--- config.mk ---
export PLATFORM = sky130hd
export DESIGN_NAME = spf_prefetcher
export DESIGN_NICKNAME = d
export VERILOG_FILES = /design/src/rtl/spf_pkg.sv /design/src/rtl/spf_lru.sv /design/src/rtl/spf_rr_arb.sv /design/src/rtl/spf_stream_buf.sv /design/src/rtl/spf_prefetcher.sv
export SDC_FILE = /design/constraint.sdc
export NUM_CORES = 2
export LEC_CHECK = 0
export BUFFER_PORTS_ARGS = -buffer_cell sky130_fd_sc_hd__buf_2
export CORE_AREA = 2 2 324 294
export DETAILED_ROUTE_END_ITERATION = 10
export DIE_AREA = 0 0 326 296
export HOLD_SLACK_MARGIN = 0.08
export MAX_ROUTING_LAYER = met4
export PLACE_DENSITY = 0.67
export SLEW_MARGIN = 30
export SYNTH_ARGS = -nofsm -noshare
export SYNTH_HDL_FRONTEND = slang
export SYNTH_HIERARCHICAL = 1
export SYNTH_SLANG_ARGS = --single-unit
--- constraint.sdc ---
create_clock -name clk -period 8.08 [get_ports clk]
set_input_delay 0.404 -clock clk [delete_from_list [all_inputs] [get_ports clk]]
set_output_delay 0.404 -clock clk [all_outputs]
set_load 0.01 [all_outputs]
--- src/rtl/spf_pkg.sv ---
package spf_pkg;
  // Outcome of the miss port in the current cycle
  typedef enum logic [1:0] {
    MO_IDLE  = 2'd0,
    MO_HIT   = 2'd1,
    MO_ALLOC = 2'd2,
    MO_STALL = 2'd3
  } miss_outcome_e;
endpackage

--- src/rtl/spf_lru.sv ---
module spf_lru #(
  parameter  int NB   = 4,
  localparam int BI_W = $clog2(NB)
) (
  input  logic            clk,
  input  logic            rst_n,
  input  logic            touch_i,
  input  logic [BI_W-1:0] touch_idx_i,
  output logic [BI_W-1:0] lru_idx_o
);
  // rank 0 = most recent, NB-1 = least recent
  logic [BI_W-1:0] rank [NB];

  always_ff @(posedge clk or negedge rst_n) begin
    if (!rst_n) begin
      for (int i = 0; i < NB; i++) rank[i] <= BI_W'(i);
    end else if (touch_i) begin
      for (int i = 0; i < NB; i++) begin
        if (BI_W'(i) == touch_idx_i) rank[i] <= '0;
        else if (rank[i] < rank[touch_idx_i]) rank[i] <= rank[i] + 1'b1;
      end
    end
  end

  always_comb begin
    lru_idx_o = '0;
    for (int i = 0; i < NB; i++)
      if (rank[i] == BI_W'(NB-1)) lru_idx_o = BI_W'(i);
  end

  // a queue just touched is never the next victim
  a_r8_touched_not_lru: assert property (@(posedge clk) disable iff (!rst_n)
    touch_i |=> lru_idx_o != $past(touch_idx_i));
endmodule

--- src/rtl/spf_rr_arb.sv ---
module spf_rr_arb #(
  parameter  int N  = 4,
  localparam int IW = $clog2(N)
) (
  input  logic          clk,
  input  logic          rst_n,
  input  logic [N-1:0]  req_i,
  input  logic          en_i,
  output logic          any_o,
  output logic          fire_o,
  output logic [IW-1:0] gnt_idx_o
);
  logic [IW-1:0] last_q;

  // First requester after prev, wrapping around
  function automatic logic [IW-1:0] rr_pick(input logic [N-1:0] req,
                                            input logic [IW-1:0] prev);
    logic [IW-1:0] pick;
    int idx;
    pick = prev;
    for (int k = N; k >= 1; k--) begin
      idx = (int'(prev) + k) % N;
      if (req[idx]) pick = IW'(idx);
    end
    return pick;
  endfunction

  assign any_o     = |req_i;
  assign gnt_idx_o = rr_pick(req_i, last_q);
  assign fire_o    = any_o && en_i;

  always_ff @(posedge clk or negedge rst_n) begin
    if (!rst_n) last_q <= IW'(N-1);
    else if (fire_o) last_q <= gnt_idx_o;
  end

  a_r9_grant_is_requester: assert property (@(posedge clk) disable iff (!rst_n)
    any_o |-> req_i[gnt_idx_o]);
  a_r9_rotates: assert property (@(posedge clk) disable iff (!rst_n)
    fire_o && $countones(req_i) > 1 |=>
      !(fire_o && $stable(req_i) && gnt_idx_o == $past(gnt_idx_o)));
endmodule

--- src/rtl/spf_stream_buf.sv ---
module spf_stream_buf #(
  parameter  int ADDR_W = 16,
  parameter  int DATA_W = 32,
  parameter  int DEPTH  = 4,
  parameter  int GEN_W  = 2,
  localparam int SL_W   = $clog2(DEPTH),
  localparam int CW     = $clog2(DEPTH+1)
) (
  input  logic              clk,
  input  logic              rst_n,
  input  logic              alloc_i,
  input  logic [ADDR_W-1:0] alloc_addr_i,
  input  logic              pop_i,
  input  logic              issue_i,
  input  logic              resp_i,
  input  logic [SL_W-1:0]   resp_slot_i,
  input  logic [GEN_W-1:0]  resp_gen_i,
  input  logic [DATA_W-1:0] resp_data_i,
  output logic              active_o,
  output logic              head_valid_o,
  output logic              head_pending_o,
  output logic [ADDR_W-1:0] head_addr_o,
  output logic [DATA_W-1:0] head_data_o,
  output logic              want_o,
  output logic [ADDR_W-1:0] fetch_addr_o,
  output logic [SL_W-1:0]   fetch_slot_o,
  output logic [GEN_W-1:0]  gen_o
);
  logic              active_q;
  logic [DEPTH-1:0]  vld_q, pend_q;
  logic [ADDR_W-1:0] addr_q [DEPTH];
  logic [DATA_W-1:0] data_q [DEPTH];
  logic [SL_W-1:0]   hd_q, tl_q;
  logic [CW-1:0]     cnt_q;
  logic [ADDR_W-1:0] nxt_q;
  logic [GEN_W-1:0]  gen_q;
  logic              resp_ok;

  function automatic logic [SL_W-1:0] ptr_inc(input logic [SL_W-1:0] p);
    return (p == SL_W'(DEPTH-1)) ? '0 : p + 1'b1;
  endfunction

  function automatic logic [ADDR_W-1:0] line_after(input logic [ADDR_W-1:0] a);
    return a + 1'b1;
  endfunction

  assign resp_ok = resp_i && resp_gen_i == gen_q &&
                   vld_q[resp_slot_i] && pend_q[resp_slot_i];

  always_ff @(posedge clk or negedge rst_n) begin
    if (!rst_n) begin
      active_q <= 1'b0;
      vld_q    <= '0;
      pend_q   <= '0;
      hd_q     <= '0;
      tl_q     <= '0;
      cnt_q    <= '0;
      nxt_q    <= '0;
      gen_q    <= '0;
      for (int i = 0; i < DEPTH; i++) begin
        addr_q[i] <= '0;
        data_q[i] <= '0;
      end
    end else begin
      if (resp_ok) begin
        data_q[resp_slot_i] <= resp_data_i;
        pend_q[resp_slot_i] <= 1'b0;
      end
      if (alloc_i) begin
        active_q <= 1'b1;
        gen_q    <= gen_q + 1'b1;
        nxt_q    <= alloc_addr_i;
        hd_q     <= '0;
        tl_q     <= '0;
        cnt_q    <= '0;
        vld_q    <= '0;
        pend_q   <= '0;
      end else begin
        if (issue_i) begin
          vld_q[tl_q]  <= 1'b1;
          pend_q[tl_q] <= 1'b1;
          addr_q[tl_q] <= nxt_q;
          tl_q         <= ptr_inc(tl_q);
          nxt_q        <= line_after(nxt_q);
        end
        if (pop_i) begin
          vld_q[hd_q] <= 1'b0;
          hd_q        <= ptr_inc(hd_q);
        end
        cnt_q <= cnt_q + CW'(issue_i) - CW'(pop_i);
      end
    end
  end

  assign active_o       = active_q;
  assign head_valid_o   = vld_q[hd_q];
  assign head_pending_o = pend_q[hd_q];
  assign head_addr_o    = addr_q[hd_q];
  assign head_data_o    = data_q[hd_q];
  assign want_o         = active_q && cnt_q < CW'(DEPTH);
  assign fetch_addr_o   = nxt_q;
  assign fetch_slot_o   = tl_q;
  assign gen_o          = gen_q;

  a_r6_no_issue_when_full: assert property (@(posedge clk) disable iff (!rst_n)
    issue_i |-> cnt_q < CW'(DEPTH));
  a_r3_pop_only_ready_head: assert property (@(posedge clk) disable iff (!rst_n)
    pop_i |-> vld_q[hd_q] && !pend_q[hd_q]);
  a_r2_lines_consecutive: assert property (@(posedge clk) disable iff (!rst_n)
    active_q && cnt_q != '0 |-> nxt_q == addr_q[hd_q] + ADDR_W'(cnt_q));
endmodule

--- src/rtl/spf_prefetcher.sv ---
module spf_prefetcher #(
  parameter  int NUM_BUF   = 4,
  parameter  int BUF_DEPTH = 4,
  parameter  int ADDR_W    = 16,
  parameter  int DATA_W    = 32,
  parameter  int GEN_W     = 2,
  localparam int BI_W      = $clog2(NUM_BUF),
  localparam int SL_W      = $clog2(BUF_DEPTH),
  localparam int TAG_W     = BI_W + SL_W + GEN_W
) (
  input  logic              clk,
  input  logic              rst_n,
  input  logic              miss_valid_i,
  input  logic [ADDR_W-1:0] miss_addr_i,
  output logic              miss_ready_o,
  output logic              fill_valid_o,
  output logic [ADDR_W-1:0] fill_addr_o,
  output logic [DATA_W-1:0] fill_data_o,
  output logic              nohit_o,
  output logic              mem_req_valid_o,
  output logic [ADDR_W-1:0] mem_req_addr_o,
  output logic [TAG_W-1:0]  mem_req_tag_o,
  input  logic              mem_req_ready_i,
  input  logic              mem_resp_valid_i,
  input  logic [TAG_W-1:0]  mem_resp_tag_i,
  input  logic [DATA_W-1:0] mem_resp_data_i
);
  import spf_pkg::*;

  logic [NUM_BUF-1:0] active, head_valid, head_pend, want, want_m;
  logic [NUM_BUF-1:0] head_match, alloc_vec, pop_vec, issue_vec, resp_vec;
  logic [ADDR_W-1:0]  head_addr  [NUM_BUF];
  logic [DATA_W-1:0]  head_data  [NUM_BUF];
  logic [ADDR_W-1:0]  fetch_addr [NUM_BUF];
  logic [SL_W-1:0]    fetch_slot [NUM_BUF];
  logic [GEN_W-1:0]   gen        [NUM_BUF];

  logic              hit_any, free_any, arb_fire, arb_any, touch;
  logic [BI_W-1:0]   hit_idx, free_idx, lru_idx, victim, gnt_idx, touch_idx;
  logic [BI_W-1:0]   rsp_buf;
  logic [SL_W-1:0]   rsp_slot;
  logic [GEN_W-1:0]  rsp_gen;
  logic              ev_hit, ev_alloc;
  miss_outcome_e     outcome;

  // ---------------- head compare, lowest index wins ----------------
  always_comb begin
    hit_any = 1'b0;
    hit_idx = '0;
    for (int i = NUM_BUF-1; i >= 0; i--) begin
      head_match[i] = head_valid[i] && head_addr[i] == miss_addr_i;
      if (head_match[i]) begin
        hit_any = 1'b1;
        hit_idx = BI_W'(i);
      end
    end
  end

  always_comb begin
    if (!miss_valid_i)        outcome = MO_IDLE;
    else if (!hit_any)        outcome = MO_ALLOC;
    else if (head_pend[hit_idx]) outcome = MO_STALL;
    else                      outcome = MO_HIT;
  end

  assign miss_ready_o = !(hit_any && head_pend[hit_idx]);
  assign ev_hit       = outcome == MO_HIT;
  assign ev_alloc     = outcome == MO_ALLOC;

  // ---------------- victim choice ----------------
  always_comb begin
    free_any = 1'b0;
    free_idx = '0;
    for (int i = NUM_BUF-1; i >= 0; i--)
      if (!active[i]) begin
        free_any = 1'b1;
        free_idx = BI_W'(i);
      end
  end

  assign victim    = free_any ? free_idx : lru_idx;
  assign touch     = ev_hit || ev_alloc;
  assign touch_idx = ev_hit ? hit_idx : victim;

  spf_lru #(.NB(NUM_BUF)) u_lru (
    .clk(clk), .rst_n(rst_n), .touch_i(touch),
    .touch_idx_i(touch_idx), .lru_idx_o(lru_idx)
  );

  // ---------------- request arbitration ----------------
  spf_rr_arb #(.N(NUM_BUF)) u_arb (
    .clk(clk), .rst_n(rst_n), .req_i(want_m), .en_i(mem_req_ready_i),
    .any_o(arb_any), .fire_o(arb_fire), .gnt_idx_o(gnt_idx)
  );

  assign mem_req_valid_o = arb_any;
  assign mem_req_addr_o  = fetch_addr[gnt_idx];
  assign mem_req_tag_o   = {gnt_idx, fetch_slot[gnt_idx], gen[gnt_idx]};

  // ---------------- response tag decode ----------------
  assign rsp_buf  = mem_resp_tag_i[TAG_W-1 -: BI_W];
  assign rsp_slot = mem_resp_tag_i[GEN_W +: SL_W];
  assign rsp_gen  = mem_resp_tag_i[GEN_W-1:0];

  // ---------------- the queues ----------------
  for (genvar g = 0; g < NUM_BUF; g++) begin : g_buf
    assign alloc_vec[g] = ev_alloc && victim == BI_W'(g);
    assign pop_vec[g]   = ev_hit && hit_idx == BI_W'(g);
    assign want_m[g]    = want[g] && !alloc_vec[g];
    assign issue_vec[g] = arb_fire && gnt_idx == BI_W'(g);
    assign resp_vec[g]  = mem_resp_valid_i && rsp_buf == BI_W'(g);

    spf_stream_buf #(
      .ADDR_W(ADDR_W), .DATA_W(DATA_W), .DEPTH(BUF_DEPTH), .GEN_W(GEN_W)
    ) u_buf (
      .clk(clk), .rst_n(rst_n),
      .alloc_i(alloc_vec[g]), .alloc_addr_i(miss_addr_i + 1'b1),
      .pop_i(pop_vec[g]), .issue_i(issue_vec[g]),
      .resp_i(resp_vec[g]), .resp_slot_i(rsp_slot), .resp_gen_i(rsp_gen),
      .resp_data_i(mem_resp_data_i),
      .active_o(active[g]), .head_valid_o(head_valid[g]),
      .head_pending_o(head_pend[g]), .head_addr_o(head_addr[g]),
      .head_data_o(head_data[g]), .want_o(want[g]),
      .fetch_addr_o(fetch_addr[g]), .fetch_slot_o(fetch_slot[g]),
      .gen_o(gen[g])
    );
  end

  // ---------------- registered results ----------------
  always_ff @(posedge clk or negedge rst_n) begin
    if (!rst_n) begin
      fill_valid_o <= 1'b0;
      fill_addr_o  <= '0;
      fill_data_o  <= '0;
      nohit_o      <= 1'b0;
    end else begin
      fill_valid_o <= ev_hit;
      nohit_o      <= ev_alloc;
      if (ev_hit) begin
        fill_addr_o <= miss_addr_i;
        fill_data_o <= head_data[hit_idx];
      end
    end
  end

  a_r5_stall_gives_nothing: assert property (@(posedge clk) disable iff (!rst_n)
    miss_valid_i && !miss_ready_o |=> !fill_valid_o && !nohit_o);
  a_r3_fill_after_accept: assert property (@(posedge clk) disable iff (!rst_n)
    fill_valid_o |-> $past(miss_valid_i && miss_ready_o) && fill_addr_o == $past(miss_addr_i));
  a_r2_new_stream_requests: assert property (@(posedge clk) disable iff (!rst_n)
    nohit_o |-> mem_req_valid_o);
  a_r7_held_request_stable: assert property (@(posedge clk) disable iff (!rst_n)
    mem_req_valid_o && !mem_req_ready_i && !miss_valid_i |=>
      mem_req_valid_o && $stable(mem_req_addr_o) && $stable(mem_req_tag_o));
  a_r2_one_result: assert property (@(posedge clk) disable iff (!rst_n)
    !(fill_valid_o && nohit_o));
endmodule

==> run metrics <==
Sink Count=964; Critical Path Fanout Max=29; total wire length=118.4 mm; initial antenna violation count=5; DRC viols=0; WHS Path Cells=2; FMAX=145.0 MHz; CP Data Arrival Time=about 7.5 ns; maximum vdd drop=0.0002298 V; Worst-Margin Slew=0.9841 ns; Finish-stage setup viols=0; Synth Register Bits=964; grt ovf=0; FF-to-FF Start=g_buf[2].u_buf/hd_q[0]; worst-skew pair later-pin latency=0.69 ns; worst stage delay on the critical path=approximately 0.8 ns; Synth Area per Inst=~14 um2; DR WL/cell=25.32 um; reg2reg path depth=17; post-synth top area share=51.82%; layout cells sized above 1=41.06%; post-CTS sizing=0; fillers=7572; most frequent cells after synthesis=dfrtp_1, mux2_2, mux4_2; length of the first detailed-routing pass in iterations=5; Starting Density=49.43%; root buffer cell=clkbuf_16; Final Skew=0.02970 ns; global-route wire length before repair=around 180 mm; CTS tree=yes; Final GP Congestion=0.9065; CP max stage cell=dfrtp_4; crit end category=register; FF-to-FF End=g_buf[3].u_buf/addr_q[13]; Period Utilization, post-route=85.37%; die height=between 200 and 300 um; CP required=a little under 9 ns; Yosys top cell by area=dfrtp_1; width of the chip=326 um; top area cells in the synthesized netlist=dfrtp_1, mux2_2, mux4_2; top-count cell post-synth=dfrtp_1; Finished Core Util=between 50% and 60%; largest net degree at the start of global routing=around 160; CTS max path bufs=3; number of global-route vias before repair=around 29000; Async S/R FF share, synth=between 90% and 100%; io pins=133; Reg clk slew, reported paths=0.06 ns; RSZ-0062 raised after global routing=false; max cap viols=0; Area Overhead vs Synth=10.92%; GRT Overall Usage=25.61%; Crit. Startpoint=g_buf[2].u_buf/hd_q[0]; Syn Inst Count=around 3300; register area share after synthesis=a little over half; vias post-DR=28190; EDFF count, synth=0; post-route setup TNS=0 ns; synth warn=6; # rows=107; dpl hpwl=72.54 mm; Final Power=0.01596 W; CP Class=reg2reg; PortBufs=132; Synth Cell Area=46260 um2; die area=~96000 um2; worst hold slack=0.1657 ns; Final min period=6.898 ns; status=completed; Fin. Hold Viols=0; CTS Buf Count=101; predominant post-synthesis flop cell=dfrtp_1; Cell Pwr Density=311.1 nW/um2; static leakage=23.51 nW; syn_nets=3369; vias per inst=6.031; crit path launch type=register; Worst Setup EP=g_buf[3].u_buf/addr_q[13]; distinct cell type count after synthesis=73; CTS H-tree lvls=3; Hold Crit Class=in2reg; # nets final=3456; R2R Setup Slk=roughly 1.2 ns; Slew headroom=34.39%; DRT iter0 DRCs=roughly 2300; crit-path cells=buf_4, mux4_2, nand2_1, nor4b_1, or4b_2, and4b_1, nand2_1, nor3_2, nor2b_1, or2b_1, a21o_1, o211ai_1, buf_4, and3_1, nor2b_1, nand2_2, mux2_2; max-slew violation count=0; core area=93580 um2; Routed Antenna Nets=0
[flip-flops by register name, summed over array words and instances, names as in the netlist]
register and cells:
fill_valid_o 1, g_buf.u_buf/addr_q 256, g_buf.u_buf/pend_q 16, g_buf.u_buf/fetch_addr_o 64
g_buf.u_buf/hd_q 8, u_lru/rank 8, u_arb/last_q 2, g_buf.u_buf/fetch_slot_o 8
fill_addr_o 16, g_buf.u_buf/vld_q 16, g_buf.u_buf/cnt_q 12, nohit_o 1
g_buf.u_buf/data_q 512, g_buf.u_buf/gen_o 8, g_buf.u_buf/active_o 4, fill_data_o 32
[report_power, final]
group / switching (W) / internal [W] / total, W / leakage (nW)
clock: 0.00197 / 0.00279 / 0.00477 / 1.66
combinational: 0.00230 / 0.00214 / 0.00444 / 8.83
sequential: 0.000979 / 0.00578 / 0.00676 / 13.0
[area by class of cell]
cell class / count / area, um2 / area share (%)
sequential: 964 / 24150 / 47.07
tap: 1253 / 1568 / 3.055
antenna: 4 / 10.01 / 0.01951
inverter: 61 / 229.0 / 0.4463
clock inverter: 30 / 441.7 / 0.8608
clock buffer: 149 / 2959 / 5.767
timing repair buffer: 192 / 1186 / 2.312
multi-input combinational: 2021 / 20760 / 40.47
[cells by family (layout without fill, tap and decap cells)]
logic type | Yosys count | after routing | synth area share, %
mux | 1025 | 1025 | 30.36
other cells | 0 | 4 | 0
fa+ha+maj | 56 | 56 | 1.580
simple gates | 525 | 525 | 6.156
xor+xnor | 155 | 155 | 2.951
compound gates | 260 | 260 | 3.603
flops | 964 | 964 | 52.16
buf+inv | 269 | 432 | 3.189
[cell usage in the layout (no fill, tap or decap), drive strengths merged, types with 5 or more instances in the layout]
cell type  instances
nand4             38
a22oi             64
dfstp              6
a31oi              7
inv               64
clkinv            15
mux4             221
nand3             46
and3               9
or2                9
xor2              39
nor2b             27
dfrtp            958
bufinv             8
o211ai             6
nor3b              8
a21oi             24
a211oi            18
nor2              58
nor3              35
nor4              34
a221o              5
o31a               5
o21ai            114
and4               6
xnor2            116
ha                52
or4                9
nand2            199
mux2i             23
clkbuf           149
nand2b            24
mux2             781
buf              190
[metrics by stage]
stage | std cells | worst slack (ns) | cell area (um2)
floorplan | 3254 | 1.814 | 46260
global placement | 4487 | 1.386 | 47820
detailed placement | 4488 | 1.272 | 47840
CTS | 4669 | 1.199 | 51260
global route | 4674 | 0.5790 | 51310
finish | 4674 | 1.182 | 51310
[critical path: cells and delay by family (launching register included)]
kind,cells,cell delay (ns)
AO/OA/AOI/OAI,2,0.33
buffers and inverters,2,1.10
flip-flops,1,0.81
multiplexers,2,0.77
AND/OR/NAND/NOR,11,3.72
[layer usage]
layer	vias up	wire, um	GRT usage [%]
met5	-	0	-
met2	785	52960	37.03
met4	0	2737	6.339
met3	171	6805	4.094
li1	12140	-	-
met1	15090	55860	37.96
[how the worst min path moves through the flow]
stage                              startpoint                    endpoint
floorplan                               rst_n              fill_addr_o[0]
global placement    g_buf[0].u_buf/addr_q[63]   g_buf[0].u_buf/addr_q[63]
detailed placement  g_buf[1].u_buf/addr_q[15]   g_buf[1].u_buf/addr_q[15]
CTS                       mem_resp_data_i[31]  g_buf[0].u_buf/data_q[127]
global route              mem_resp_data_i[14]   g_buf[3].u_buf/data_q[78]
finish                    mem_resp_data_i[31]  g_buf[0].u_buf/data_q[127]
[repair_timing]
| item | in CTS | in global routing |
|---|---|---|
| hold buffers | 2 | 0 |
| hold endpoints to repair | 93 | 0 |
| setup buffers | 0 | 0 |
Power figures use the tool's default switching activity.
